File: src/rtl/spim_pkg.sv
package spim_pkg;
  localparam int DATA_W = 32;

  localparam logic [7:0] OFF_CFG     = 8'h40;
  localparam logic [7:0] OFF_STAT    = 8'h44;
  localparam logic [7:0] OFF_RATE    = 8'h48;
  localparam logic [7:0] OFF_TXCTL   = 8'h4C;
  localparam logic [7:0] OFF_TXDATA  = 8'h50;
  localparam logic [7:0] OFF_RXCTL   = 8'h54;
  localparam logic [7:0] OFF_RXDATA  = 8'h58;
  localparam logic [7:0] OFF_INTSTAT = 8'h68;
  localparam logic [7:0] OFF_INTEN   = 8'h6C;

  // strobes from control to datapath
  typedef struct packed {
    logic load;          // capture a new word
    logic presentFirst;  // put MSB on mosi at load time (leading-edge sampling)
    logic shiftOut;      // advance mosi to next bit
    logic sample;        // shift miso into receive register
    logic finish;        // word complete
  } spim_strobe_t;

  typedef enum logic [1:0] {
    ST_IDLE = 2'd0,
    ST_RUN  = 2'd1,
    ST_HOLD = 2'd2
  } spim_state_t;
endpackage

File: src/rtl/spim_dp.sv
module spim_dp
  import spim_pkg::*;
(
  input  logic              clk,
  input  logic              rstN,
  input  spim_strobe_t      strb,
  input  logic [DATA_W-1:0] txWord,
  input  logic [1:0]        charLen,
  input  logic              miso,
  output logic              mosi,
  output logic [DATA_W-1:0] rxWord
);
  logic [DATA_W-1:0] txSh;
  logic [DATA_W-1:0] rxSh;
  logic              mosiQ;
  logic [DATA_W-1:0] aligned;
  logic [4:0]        shAmt;

  // left-align the character: shift by (3 - len) bytes
  assign shAmt   = {~charLen, 3'b000};
  assign aligned = txWord << shAmt;

  always_ff @(posedge clk or negedge rstN) begin
    if (!rstN) begin
      txSh  <= '0;
      rxSh  <= '0;
      mosiQ <= 1'b0;
    end else if (strb.load) begin
      rxSh <= '0;
      if (strb.presentFirst) begin
        mosiQ <= aligned[DATA_W-1];
        txSh  <= aligned << 1;
      end else begin
        txSh  <= aligned;
      end
    end else begin
      if (strb.shiftOut) begin
        mosiQ <= txSh[DATA_W-1];
        txSh  <= txSh << 1;
      end
      if (strb.sample) begin
        rxSh <= {rxSh[DATA_W-2:0], miso};
      end
    end
  end

  assign mosi   = mosiQ;
  assign rxWord = rxSh;

  // a bit is never shifted out and sampled on the same edge
  assert_edge_split_R4: assert property (@(posedge clk) disable iff (!rstN)
    !(strb.sample && strb.shiftOut));
endmodule

File: src/rtl/spim_ctrl.sv
module spim_ctrl
  import spim_pkg::*;
#(
  parameter int NUM_CS = 4,
  parameter int RATE_W = 3,
  localparam int CH_W  = $clog2(NUM_CS),
  localparam int DIV_W = (1 << RATE_W) - 1,
  localparam int EDGE_W = 7
) (
  input  logic              clk,
  input  logic              rstN,
  input  logic              start,
  input  logic [CH_W-1:0]   startCh,
  input  logic              startEof,
  input  logic              cfgCpol,
  input  logic              cfgCpha,
  input  logic [1:0]        cfgLen,
  input  logic [RATE_W-1:0] rateCode,
  output spim_strobe_t      strb,
  output logic              busy,
  output logic              sclk,
  output logic [NUM_CS-1:0] csN,
  output logic [CH_W-1:0]   curCh,
  output logic              curEof
);
  spim_state_t       state;
  logic [DIV_W-1:0]  divCnt;
  logic [DIV_W-1:0]  halfQ;
  logic [EDGE_W-1:0] edgeCnt;
  logic [EDGE_W-1:0] lastEdge;
  logic [1:0]        lenQ;
  logic [2:0]        lenP1;
  logic              cphaQ;
  logic              cpolQ;
  logic              sclkQ;
  logic              csActive;
  logic              tick;
  logic              leading;
  logic [DIV_W-1:0]  halfNew;

  // half period in clock cycles: 2^(n-1), code 0 clamped to 1
  always_comb begin
    if (rateCode == '0) halfNew = DIV_W'(1);
    else                halfNew = DIV_W'(1) << (rateCode - RATE_W'(1));
  end

  assign lenP1    = {1'b0, lenQ} + 3'd1;
  assign lastEdge = {lenP1, 4'b0000} - EDGE_W'(1);
  assign tick     = (state != ST_IDLE) && (divCnt == '0);
  assign leading  = ~edgeCnt[0];

  always_ff @(posedge clk or negedge rstN) begin
    if (!rstN) begin
      state    <= ST_IDLE;
      divCnt   <= '0;
      halfQ    <= DIV_W'(1);
      edgeCnt  <= '0;
      lenQ     <= '0;
      cphaQ    <= 1'b0;
      cpolQ    <= 1'b0;
      sclkQ    <= 1'b0;
      csActive <= 1'b0;
      curCh    <= '0;
      curEof   <= 1'b0;
    end else begin
      case (state)
        ST_IDLE: begin
          sclkQ <= cfgCpol;
          if (start) begin
            state    <= ST_RUN;
            csActive <= 1'b1;
            curCh    <= startCh;
            curEof   <= startEof;
            cphaQ    <= cfgCpha;
            cpolQ    <= cfgCpol;
            lenQ     <= cfgLen;
            halfQ    <= halfNew;
            divCnt   <= halfNew - DIV_W'(1);
            edgeCnt  <= '0;
          end
        end
        ST_RUN: begin
          if (tick) begin
            divCnt  <= halfQ - DIV_W'(1);
            sclkQ   <= ~sclkQ;
            edgeCnt <= edgeCnt + EDGE_W'(1);
            if (edgeCnt == lastEdge) state <= ST_HOLD;
          end else begin
            divCnt <= divCnt - DIV_W'(1);
          end
        end
        ST_HOLD: begin
          if (tick) begin
            state <= ST_IDLE;
            if (curEof) csActive <= 1'b0;
          end else begin
            divCnt <= divCnt - DIV_W'(1);
          end
        end
        default: state <= ST_IDLE;
      endcase
    end
  end

  always_comb begin
    strb              = '0;
    strb.load         = (state == ST_IDLE) && start;
    strb.presentFirst = ~cfgCpha;
    if (state == ST_RUN && tick) begin
      strb.shiftOut = cphaQ ? leading : (!leading && edgeCnt != lastEdge);
      strb.sample   = cphaQ ? !leading : leading;
    end
    strb.finish = (state == ST_HOLD) && tick;
  end

  genvar gi;
  generate
    for (gi = 0; gi < NUM_CS; gi++) begin : g_cs
      assign csN[gi] = ~(csActive && (curCh == CH_W'(gi)));
    end
  endgenerate

  assign busy = (state != ST_IDLE);
  assign sclk = sclkQ;

  // never more than one select low
  assert_one_select_R6: assert property (@(posedge clk) disable iff (!rstN)
    $onehot0(~csN));
  // a select stays low while a word is in flight
  assert_select_held_R7: assert property (@(posedge clk) disable iff (!rstN)
    busy |-> (csN != {NUM_CS{1'b1}}));
  // the clock is back at its idle level when the word ends
  assert_sclk_idle_R4: assert property (@(posedge clk) disable iff (!rstN)
    strb.finish |-> (sclk == cpolQ));
  // strobes only while a word is in flight
  assert_no_stray_edge_R2: assert property (@(posedge clk) disable iff (!rstN)
    !busy |-> !(strb.sample || strb.shiftOut || strb.finish));
endmodule

File: src/rtl/spim_regs.sv
module spim_regs
  import spim_pkg::*;
#(
  parameter int NUM_CS = 4,
  parameter int RATE_W = 3,
  localparam int CH_W  = $clog2(NUM_CS)
) (
  input  logic              clk,
  input  logic              rstN,
  input  logic              busWr,
  input  logic              busRd,
  input  logic [7:0]        busAddr,
  input  logic [DATA_W-1:0] busWdata,
  output logic [DATA_W-1:0] busRdata,
  output logic              irq,
  input  logic              busy,
  input  logic              finish,
  input  logic [DATA_W-1:0] rxWord,
  input  logic [CH_W-1:0]   doneCh,
  input  logic              doneEof,
  output logic              start,
  output logic [DATA_W-1:0] startData,
  output logic [CH_W-1:0]   txCh,
  output logic              txEof,
  output logic              cfgCpol,
  output logic              cfgCpha,
  output logic [1:0]        cfgLen,
  output logic [RATE_W-1:0] rateCode
);
  logic              cfgEn;
  logic              cfgMaster;
  logic [CH_W-1:0]   rxCh;
  logic              rxEof;
  logic [DATA_W-1:0] rxData;
  logic              rxReady;
  logic              errTxColl;
  logic              errRxOvr;
  logic [7:0]        intEn;
  logic [7:0]        intStat;
  logic              wrTx;
  logic              rdRx;
  logic              wrW1c;

  assign wrTx      = busWr && (busAddr == OFF_TXDATA);
  assign rdRx      = busRd && (busAddr == OFF_RXDATA);
  assign wrW1c     = busWr && (busAddr == OFF_INTSTAT);
  assign start     = wrTx && cfgEn && cfgMaster && !busy;
  assign startData = busWdata;

  always_ff @(posedge clk or negedge rstN) begin
    if (!rstN) begin
      cfgEn     <= 1'b0;
      cfgMaster <= 1'b0;
      cfgCpol   <= 1'b0;
      cfgCpha   <= 1'b0;
      cfgLen    <= 2'd0;
      rateCode  <= RATE_W'(1);
      txCh      <= '0;
      txEof     <= 1'b0;
      intEn     <= '0;
    end else if (busWr) begin
      case (busAddr)
        OFF_CFG: begin
          cfgEn     <= busWdata[31];
          cfgCpol   <= busWdata[14];
          cfgCpha   <= busWdata[13];
          cfgMaster <= busWdata[11];
          cfgLen    <= busWdata[1:0];
        end
        OFF_RATE:  rateCode <= busWdata[RATE_W-1:0];
        OFF_TXCTL: begin
          txCh  <= busWdata[CH_W-1:0];
          txEof <= busWdata[2];
        end
        OFF_INTEN: intEn <= busWdata[7:0];
        default: ;
      endcase
    end
  end

  always_ff @(posedge clk or negedge rstN) begin
    if (!rstN) begin
      rxCh      <= '0;
      rxEof     <= 1'b0;
      rxData    <= '0;
      rxReady   <= 1'b0;
      errTxColl <= 1'b0;
      errRxOvr  <= 1'b0;
    end else begin
      if (finish) begin
        rxData  <= rxWord;
        rxCh    <= doneCh;
        rxEof   <= doneEof;
        rxReady <= 1'b1;
      end else if (rdRx) begin
        rxReady <= 1'b0;
      end

      if (finish && rxReady && !rdRx) errRxOvr <= 1'b1;
      else if (wrW1c && busWdata[6])  errRxOvr <= 1'b0;

      if (wrTx && busy)               errTxColl <= 1'b1;
      else if (wrW1c && busWdata[7])  errTxColl <= 1'b0;
    end
  end

  assign intStat = {errTxColl, errRxOvr, 2'b00, !busy, rxReady, !busy, rxReady};
  assign irq     = |(intStat & intEn);

  always_comb begin
    case (busAddr)
      OFF_CFG:     busRdata = {cfgEn, 16'b0, cfgCpol, cfgCpha, 1'b0, cfgMaster, 9'b0, cfgLen};
      OFF_STAT:    busRdata = {30'b0, busy, 1'b0};
      OFF_RATE:    busRdata = DATA_W'(rateCode);
      OFF_TXCTL:   busRdata = DATA_W'({txEof, txCh});
      OFF_RXCTL:   busRdata = DATA_W'({rxEof, rxCh});
      OFF_RXDATA:  busRdata = rxData;
      OFF_INTSTAT: busRdata = DATA_W'(intStat);
      OFF_INTEN:   busRdata = DATA_W'(intEn);
      default:     busRdata = '0;
    endcase
  end

  // an unread word overwritten raises the overrun flag
  assert_rx_overrun_R10: assert property (@(posedge clk) disable iff (!rstN)
    (finish && rxReady && !rdRx) |=> errRxOvr);
  // a transmit write during a word raises the collision flag
  assert_tx_collision_R11: assert property (@(posedge clk) disable iff (!rstN)
    (wrTx && busy) |=> errTxColl);
  // a completed word always leaves the ready flag set
  assert_rx_ready_R9: assert property (@(posedge clk) disable iff (!rstN)
    finish |=> rxReady);
endmodule

File: src/rtl/spim_top.sv
module spim_top
  import spim_pkg::*;
#(
  parameter int NUM_CS = 4,
  parameter int RATE_W = 3,
  localparam int CH_W  = $clog2(NUM_CS)
) (
  input  logic              clk,
  input  logic              rstN,
  input  logic              busWr,
  input  logic              busRd,
  input  logic [7:0]        busAddr,
  input  logic [DATA_W-1:0] busWdata,
  output logic [DATA_W-1:0] busRdata,
  output logic              irq,
  output logic              sclk,
  output logic              mosi,
  input  logic              miso,
  output logic [NUM_CS-1:0] csN
);
  spim_strobe_t      strb;
  logic              busy;
  logic              start;
  logic [DATA_W-1:0] startData;
  logic [CH_W-1:0]   txCh;
  logic              txEof;
  logic              cfgCpol;
  logic              cfgCpha;
  logic [1:0]        cfgLen;
  logic [RATE_W-1:0] rateCode;
  logic [DATA_W-1:0] rxWord;
  logic [CH_W-1:0]   curCh;
  logic              curEof;

  spim_regs #(.NUM_CS(NUM_CS), .RATE_W(RATE_W)) u_regs (
    .clk(clk), .rstN(rstN),
    .busWr(busWr), .busRd(busRd), .busAddr(busAddr), .busWdata(busWdata),
    .busRdata(busRdata), .irq(irq),
    .busy(busy), .finish(strb.finish), .rxWord(rxWord),
    .doneCh(curCh), .doneEof(curEof),
    .start(start), .startData(startData), .txCh(txCh), .txEof(txEof),
    .cfgCpol(cfgCpol), .cfgCpha(cfgCpha), .cfgLen(cfgLen), .rateCode(rateCode)
  );

  spim_ctrl #(.NUM_CS(NUM_CS), .RATE_W(RATE_W)) u_ctrl (
    .clk(clk), .rstN(rstN),
    .start(start), .startCh(txCh), .startEof(txEof),
    .cfgCpol(cfgCpol), .cfgCpha(cfgCpha), .cfgLen(cfgLen), .rateCode(rateCode),
    .strb(strb), .busy(busy), .sclk(sclk), .csN(csN),
    .curCh(curCh), .curEof(curEof)
  );

  spim_dp u_dp (
    .clk(clk), .rstN(rstN),
    .strb(strb), .txWord(startData), .charLen(cfgLen),
    .miso(miso), .mosi(mosi), .rxWord(rxWord)
  );
endmodule

File: config.mk
export PLATFORM = sky130hd
export DESIGN_NAME = spim_top
export DESIGN_NICKNAME = d
export VERILOG_FILES = /design/src/rtl/spim_pkg.sv /design/src/rtl/spim_dp.sv /design/src/rtl/spim_ctrl.sv /design/src/rtl/spim_regs.sv /design/src/rtl/spim_top.sv
export SDC_FILE = /design/constraint.sdc
export NUM_CORES = 1
export LEC_CHECK = 0
export ABC_CLOCK_PERIOD_IN_PS = 2800
export BUFFER_PORTS_ARGS = -buffer_cell sky130_fd_sc_hd__buf_2
export CAP_MARGIN = 5
export CORE_MARGIN = 4
export CORE_UTILIZATION = 35
export CTS_BUF_LIST = sky130_fd_sc_hd__clkbuf_4 sky130_fd_sc_hd__clkbuf_8
export DETAILED_ROUTE_END_ITERATION = 7
export PLACE_DENSITY = 0.65
export SLEW_MARGIN = 10
export SYNTH_ARGS = -nofsm -noshare
export SYNTH_HDL_FRONTEND = slang
export SYNTH_HIERARCHICAL = 1
export SYNTH_SLANG_ARGS = --single-unit
export TNS_END_PERCENT = 100
File: constraint.sdc
create_clock -name clk -period 2.8 [get_ports clk]
set_clock_uncertainty 0.1 [all_clocks]
set_input_delay 0.56 -clock clk [delete_from_list [all_inputs] [get_ports clk]]
set_output_delay 0.56 -clock clk [all_outputs]
set_load 0.01 [all_outputs]
# Word-level counts from Yosys, hierarchy flattened
# Cells that the tools add are included.
# word_totals
register_bits	154
latchBits	0
mem_bits_rw	0
rom_bits	0
inputBits	45
out_inout_bits	39
mem_count	0
# op_classes
n_addsub	7
multipliers	0
n_div	0
order_cmp	0
eq_ne	23
shift	2
muxes	37
bitwise_logic	8
reduce_logical	47
# op_table
operator	n
32-bit case mux with 8 select lines	1
32-bit two-way mux	5
8-bit by 7-bit equality test with 1-bit output, second input constant	9
7-bit two-way mux	6
32-bit by 5-bit << shifter with 32-bit output	1
7-bit by 1-bit subtractor with 7-bit output, second input constant	4
7-bit case mux with 3 select lines	1
1-bit logical AND	20
2-bit nonzero test	8
1-bit two-way mux	15
7-bit case mux with 2 select lines	1
2-bit AND reduction	7
2-bit two-way mux	5
2-bit by 1-bit inequality test with 1-bit output, second input constant	5
8-bit AND	1
4-bit AND reduction	2
8-bit OR reduction	1
7-bit by 1-bit adder with 7-bit output, second input constant	1
7-bit equality test	1
7-bit logical NOT	1
7-bit inequality test	1
1-bit by 3-bit << shifter with 7-bit output, first input constant	1
2-bit equality test, second input constant	3
1-bit inverter	6
other kinds (12)	18

# Longest topological paths before layout
# Gate-level depths: netlist of the first run.
# depth
ltp_word	8
mapped_depth	14

# Cells and area by module
# The synthesis of the first run kept the hierarchy.
# by_module_without_submodules
module	n_inst	cells_per_inst	area_per_inst_um2	seq_area_each_um2
spim_dp	1	368	3651.0	1626.6
spim_regs	1	250	3060.4	1452.6
spim_ctrl	1	222	2059.5	777.0

# Least setup slack after synthesis of the first run
# Ideal clock, no wire load.
# synth_timing
path_kind	input -> register
start	input port busAddr[3]
end	register u_dp.txSh[11]
setup_ns	0.120
t_arrival_ns	2.805
t_required_ns	2.580
path_slack_ns	-0.226
stages	12
path_buffers	5
path_cell_list	clkbuf_2 > nor4_2 > nand3_1 > nor3_1 > nand2_1 > clkbuf_1 > inv_1 > buf_4 > buf_2 > clkbuf_1 > nor2_1 > a41o_1
# synth_rtl
element	line	text
start, declared	spim_top.sv:12	input logic [7:0] busAddr,
end signal, assigned	spim_dp.sv:32	txSh <= aligned << 1;
end signal, assigned	spim_dp.sv:34	txSh <= aligned;
end signal, assigned	spim_dp.sv:39	txSh <= txSh << 1;
end, declared	spim_dp.sv:13	logic [DATA_W-1:0] txSh;

# Worst setup path in the final report of the first run
# layout_timing
start	input port busAddr[7]
end	output port busRdata[13]
# layout_via
elab_chain_cells	2
word_cells_on_any_way	9
classes_between	8 x eq/ne; 1 x mux
# layout_lines
element	line	text
8-bit by 7-bit equality test with 1-bit output	spim_regs.sv:111	case (busAddr)
32-bit case mux with 8 select lines *	spim_regs.sv:111	
end, declared	spim_top.sv:14	output logic [DATA_W-1:0] busRdata,
# Every way passes the cells marked *; elsewhere a longest branch is shown, timed or not.

==> flow_summary.json, run 1 <==
{
  "endpoint_kind": "primary output",
  "placed_cells": 1204,
  "p_sw_mw": 2.03,
  "die_h_um": 166,
  "synth.top_cell.area_share": 0.434,
  "synth_nets": 895,
  "slew_violations": 0,
  "tns_ns": 0,
  "drive_gt1_frac": 0.288,
  "swShare": 0.345,
  "avgSynthCellArea_sq_um": 10.4,
  "slew_headroom": 0.582,
  "core_sq_mm": 0.0245,
  "period_share": 0.961,
  "clkPwrFrac": 0.281,
  "firstDrtPassIters": 5,
  "outcome": "complete, no violations",
  "slowest_stage": "and4bb_2",
  "crit_type": "in -> out",
  "synth_area_sq_mm": 0.00877,
  "crit_family": "buffers and inverters",
  "yosysSeqAreaShare": 0.440,
  "hold_viol": 0,
  "cp.arrival_ns": 2.03,
  "fin_ws_ns": 0.110,
  "grt_antenna_before_repair": 1,
  "ys_types": 79,
  "cts-root-buf": "clkbuf_8",
  "startpoint_type": "primary input",
  "start_util": 0.359,
  "dp_slack_ns": 0.0428,
  "peakVddDrop_mv": 0.349,
  "p_int_mw": 3.87,
  "rsz0062_at_grt": "no",
  "setup_viol": 0,
  "stdcell_count": 1237,
  "period_minus_slack_ns": 2.69,
  "areaGrowthSynthToFinish_pct": 12.9,
  "worst_slew_pin_slew_ns": 0.627,
  "max_freq_mhz": 372,
  "power_frac_seq": 0.467,
  "wl_per_cell_um": 18.0,
  "hold_class": "in -> reg",
  "drt_iter0_drc": 459,
  "hpwl_mm": 15.9,
  "cts_buffer_depth": 2,
  "antennaDiodeCount": 0,
  "layout_common_cells": "dfrtp_1, buf_2, mux2i_1, nor2_1, mux2_2",
  "die_w_um": 166,
  "cts_buffers": 17,
  "die-area_sq_mm": 0.0277,
  "drcViolationCount": 0,
  "htree_levels": 4,
  "synth-edff-count": 0,
  "portBuffers": 83,
  "synth_cells": 840,
  "clkLatencyLatePin_ns": 0.46,
  "grt_util_all_layers": 0.158,
  "synthFlopType": "dfrtp_1",
  "p_leak_nw": 4.33,
  "post_cts.repair.setup_buffers": 0,
  "final_nets": 955,
  "power_density_mw_per_mm2": 596,
  "yosys-top-cells-area": "dfrtp_1, mux2i_1, mux2_2, nor2_1, buf_4",
  "cts_tree": "built",
  "timing.hold.ws_ns": 0.289,
  "synth_seq_cells": 154,
  "max_stage_delay_ns": 0.31,
  "vias": 6665,
  "io_pins": 84,
  "row_count": 57,
  "grt_pass1_wl_mm": 35.9,
  "path_buf_inv": 4,
  "gp_congestion": 0.918,
  "layout_commonest_cell": "dfrtp_1",
  "crit_chain": "buf_2, and4bb_2, buf_4, and2_1, buf_4, a22o_1, buf_2",
  "cp.required_ns": 2.14,
  "cts_sinks": 154,
  "critPathMaxFanout": 23,
  "finalWirelength_mm": 22.2,
  "yosys_warnings": 6,
  "overflow": 0,
  "synthArstFlopShare": 1.00,
  "detail-route-antenna-nets": 0,
  "grt_max_degree": 65,
  "yosysTopAreaCell": "dfrtp_1",
  "grt_pass1_vias": 6570,
  "viasPerCell": 5.39,
  "path_clk_slew_ns": 0.09,
  "power_frac_comb": 0.252,
  "cap_violations": 0
}
## synthesized netlist by cell type (3+ instances only)
cell type / number
nand2_1: 53
nand3b_1: 7
a41o_1: 5
mux2_1: 6
mux2_2: 62
o22ai_1: 14
dfrtp_1: 152
nand4_1: 3
mux2i_1: 72
a31oi_1: 8
buf_2: 17
xor2_1: 5
a221oi_1: 7
nand2_2: 3
or2_2: 4
or3_1: 3
buf_1: 5
a21oi_1: 34
nor3b_1: 8
clkbuf_1: 24
o211ai_1: 8
and3_1: 23
mux2_4: 7
buf_4: 35
nor3_1: 11
nand3_1: 14
o31ai_1: 6
o221ai_1: 5
o21ai_1: 6
and2_1: 5
o21ai_0: 23
nor2b_1: 12
a211oi_1: 3
a22o_1: 18
a22oi_1: 5
xnor2_1: 7
ha_1: 10
nor2_1: 71
inv_1: 28
## power groups by stage
stage	Sequential, mW	Clock (mW)	Combinational (mW)
finish	2.76	1.66	1.48
global route	2.80	1.79	1.65
CTS	2.75	1.71	1.48
detailed placement	2.79	0	1.45
global placement	2.79	0	1.42
floorplan	2.70	0	1.11
## worst paths after layout
kind	slack (ns)	to	startpoint	depth (start not counted)
min in group asynchronous	0.54	u_regs/rxData[9]	rstN	2
max in group asynchronous	1.19	u_dp/txSh[8]	rstN	3
worst max-delay path	0.11	busRdata[13]	busAddr[7]	7
worst min register to register	0.40	u_ctrl/cphaQ	u_ctrl/cphaQ	2
worst min-delay path	0.29	u_dp/rxWord[0]	miso	3
worst max register to register	0.24	u_dp/txSh[26]	u_ctrl/lenQ[0]	9
## metal layers
metal | up-vias | part of all wire | track usage
met5 | - | 0.00031 | 0
met4 | 2 | 0.024 | 0.0583
met3 | 33 | 0.052 | 0.0262
met2 | 197 | 0.47 | 0.250
met1 | 3306 | 0.46 | 0.220
li1 | 3127 | - | -
## kinds of logic (layout without fill, tap and decap cells)
logic type                 count (synthesis)  count (layout)  share of synthesized area
and+or+nand+nor                          239             239                      0.150
buffers and inverters                    112             185                     0.0682
adders and majority gates                 10              10                     0.0143
muxes                                    149             149                      0.187
DFF                                      154             154                      0.440
xor gates and xnor gates                  12              12                     0.0120
AOI/OAI and AO/OA                        164             164                      0.130
## state kept, by name, indices dropped and copies added (netlist names), 2 cells and up
| name | flops |
|---|---|
| u_regs/cfgLen | 2 |
| u_ctrl/curCh | 2 |
| u_dp/txSh | 32 |
| u_ctrl/divCnt | 7 |
| u_ctrl/state | 2 |
| u_dp/rxWord | 32 |
| u_regs/rateCode | 3 |
| u_ctrl/edgeCnt | 7 |
| u_ctrl/halfQ | 7 |
| u_regs/rxData | 32 |
| u_ctrl/lenQ | 2 |
| u_regs/txCh | 2 |
| u_regs/intEn | 8 |
| u_regs/rxCh | 2 |
## cell type report
class / instances / area, sq um
fill: 2358 / 14600
multi-input combinational: 574 / 4360
sequential: 154 / 3860
timing repair buffer: 125 / 790
tap: 324 / 405
clock buffer: 19 / 262
clock inverter: 13 / 123
inverter: 28 / 105
## worst min-delay path, delay by kind of cell
kind	cells	cell delay, ns
buf+inv	1	0.09
mux	1	0.06
simple gates	1	0.09
## metrics by stage
step           power [mW]  area [sq um]  utilization
6_report             5.90          9900        0.405
5_1_grt              6.23          9900        0.405
4_1_cts              5.94          9900        0.405
3_5_place_dp         4.24          9490        0.388
3_3_place_gp         4.21          9490        0.388
2_1_floorplan        3.81          8800            -
## timing repair
item                       CTS  global route
setup endpoints to repair    2             1
hold endpoints to repair    53             0
gates resized for setup      3             3
pin swaps                    0             0
hold buffers                 1             0
Note: power is estimated with default switching activity, not from simulation.
==> inputs of run 2 (changes only) <==
CORE_UTILIZATION = 56   (was 35)
PLACE_DENSITY = 0.86   (was 0.65)
SKIP_LAST_GASP = 1   (was default)
==> flow_summary.json, run 2 (same netlist as run 1, synthesis figures left out) <==
{
  "cts_buffers": 17,
  "critPathMaxFanout": 23,
  "die_h_um": 133,
  "io_pins": 84,
  "postLayoutCellArea_sq_mm": 0.00975,
  "viasPerCell": 6.10,
  "firstDrtPassIters": 5,
  "drive_gt1_frac": 0.282,
  "areaGrowthSynthToFinish_pct": 11.1,
  "grt_pass1_vias": 6780,
  "grt_util_all_layers": 0.242,
  "layout_common_cells": "dfrtp_1, buf_2, mux2i_1, nor2_1, mux2_2",
  "cap_violations": 0,
  "slew_violations": 0,
  "endpoint_kind": "primary output",
  "drcViolationCount": 0,
  "die-area_sq_mm": 0.0177,
  "regToRegStartpoint": "u_ctrl/state[0]",
  "worst_slew_pin_slew_ns": 0.495,
  "setup_viol": 0,
  "hpwl_mm": 15.1,
  "fin_ws_ns": 0.0887,
  "path_buf_inv": 4,
  "cts-root-buf": "clkbuf_8",
  "layout_commonest_cell": "dfrtp_1",
  "cts_tree": "built",
  "fillers": 1191,
  "hold_class": "in -> reg",
  "place_area_sq_mm": 0.00933,
  "r2r-end": "u_dp/txSh[0]",
  "crit_type": "in -> out",
  "max_stage_delay_ns": 0.38,
  "tns_ns": 0,
  "holdPathEnd": "u_dp/rxWord[0]",
  "period_minus_slack_ns": 2.71,
  "crit_family": "buffers and inverters",
  "outcome": "complete, no violations",
  "finalWirelength_mm": 21.6,
  "power_density_mw_per_mm2": 607,
  "period_share": 0.968,
  "rsz0062_at_grt": "yes",
  "slew_headroom": 0.668,
  "hold_viol": 0,
  "peakVddDrop_mv": 0.389,
  "portBuffers": 83,
  "die_w_um": 133,
  "detail-route-antenna-nets": 0,
  "grt_antenna_before_repair": 0,
  "drt_iter0_drc": 705,
  "dp_slack_ns": -0.0609,
  "htree_levels": 4,
  "min_from": "miso",
  "crit_chain": "buf_2, and4bb_2, buf_4, and2_1, buf_4, a221o_1, buf_2",
  "multi_input_area_sq_mm": 0.00436,
  "max_freq_mhz": 369,
  "rrSetupSlack_ns": 0.21,
  "min_path_cells": 3,
  "cts_buffer_depth": 2,
  "core_sq_mm": 0.0153,
  "cts_sinks": 154,
  "p_leak_nw": 4.31,
  "ff2ff_path_depth": 9,
  "clkLatencyLatePin_ns": 0.45,
  "startpoint_type": "primary input",
  "vias": 6831,
  "cp.arrival_ns": 2.05,
  "overflow": 0,
  "grt_max_degree": 63,
  "cp.required_ns": 2.14,
  "grt_pass1_wl_mm": 34.8,
  "gp_congestion": 0.974,
  "final_nets": 951,
  "wl_per_cell_um": 19.2,
  "slowest_stage": "a221o_1",
  "path_clk_slew_ns": 0.09,
  "row_count": 45,
  "antennaDiodeCount": 0,
  "start_util": 0.575,
  "regArea_sq_mm": 0.00386
}
run 2: cell count changes in the layout (fill, tap and decap cells not counted), moves of 2 or more:
cell,delta
clkbuf_8,-2
inv_1,+3
clkinv_4,-2
clkinv_8,+2
inv_2,-4
buf_4,-5
inv_6,+2
run 2: worst max path at each step:
stage	to	slack (ns)	startpoint	depth (start not counted)
finish	busRdata[3]	0.09	busAddr[5]	7
global route	busRdata[1]	-0.03	u_ctrl/state[1]	8
CTS	busRdata[1]	0.03	u_ctrl/state[0]	8
detailed placement	u_dp/txSh[0]	-0.06	busAddr[1]	9
global placement	u_dp/txSh[0]	0.1	busAddr[1]	9
floorplan	u_dp/txSh[24]	0.006	busAddr[4]	11
run 2: what timing repair did:
item | CTS | global route
hold buffers | 1 | 0
resized for setup | 2 | 3
setup endpoints to repair | 1 | 15
buffers inserted | 0 | 0
hold endpoints to repair | 44 | 0
run 2: area by class of cell:
| type | count | share of cell area |
|---|---|---|
| Timing Repair Buffer | 121 | 0.0792 |
| Sequential cell | 154 | 0.396 |
| Tap cell | 211 | 0.0271 |
| Inverter | 28 | 0.0110 |
| Multi-Input combinational cell | 574 | 0.447 |
| Clock inverter | 14 | 0.0150 |
| Clock buffer | 18 | 0.0248 |
run 2: worst min-delay path: cells and delay by family:
family,cells,cell delay (ns)
multiplexers,1,0.07
AND/OR/NAND/NOR,1,0.09
buffers and inverters,1,0.08
run 2: where the power goes:
part           switching, mW  internal [mW]
Clock                  0.975          0.681
Combinational          0.830          0.674
Sequential             0.263           2.49
run 2: per-layer routing:
metal / wire [um] / track usage / vias up
met4: 441 / 0.0726 / 0
met3: 1650 / 0.0570 / 46
met5: 0 / 0 / -
met1: 9230 / 0.330 / 3330
li1: - / - / 3117
met2: 10200 / 0.387 / 338
run 2: metrics by stage:
step / utilization / std cells / hold WS (ns) / power, mW
3_5_place_dp: 0.612 / 1087 / 0.382 / 4.23
2_1_floorplan: - / 840 / 0.164 / 3.81
6_report: 0.639 / 1120 / 0.295 / 5.91
5_1_grt: 0.639 / 1120 / 0.265 / 6.24
4_1_cts: 0.638 / 1120 / 0.269 / 5.89
3_3_place_gp: 0.612 / 1087 / 0.372 / 4.17
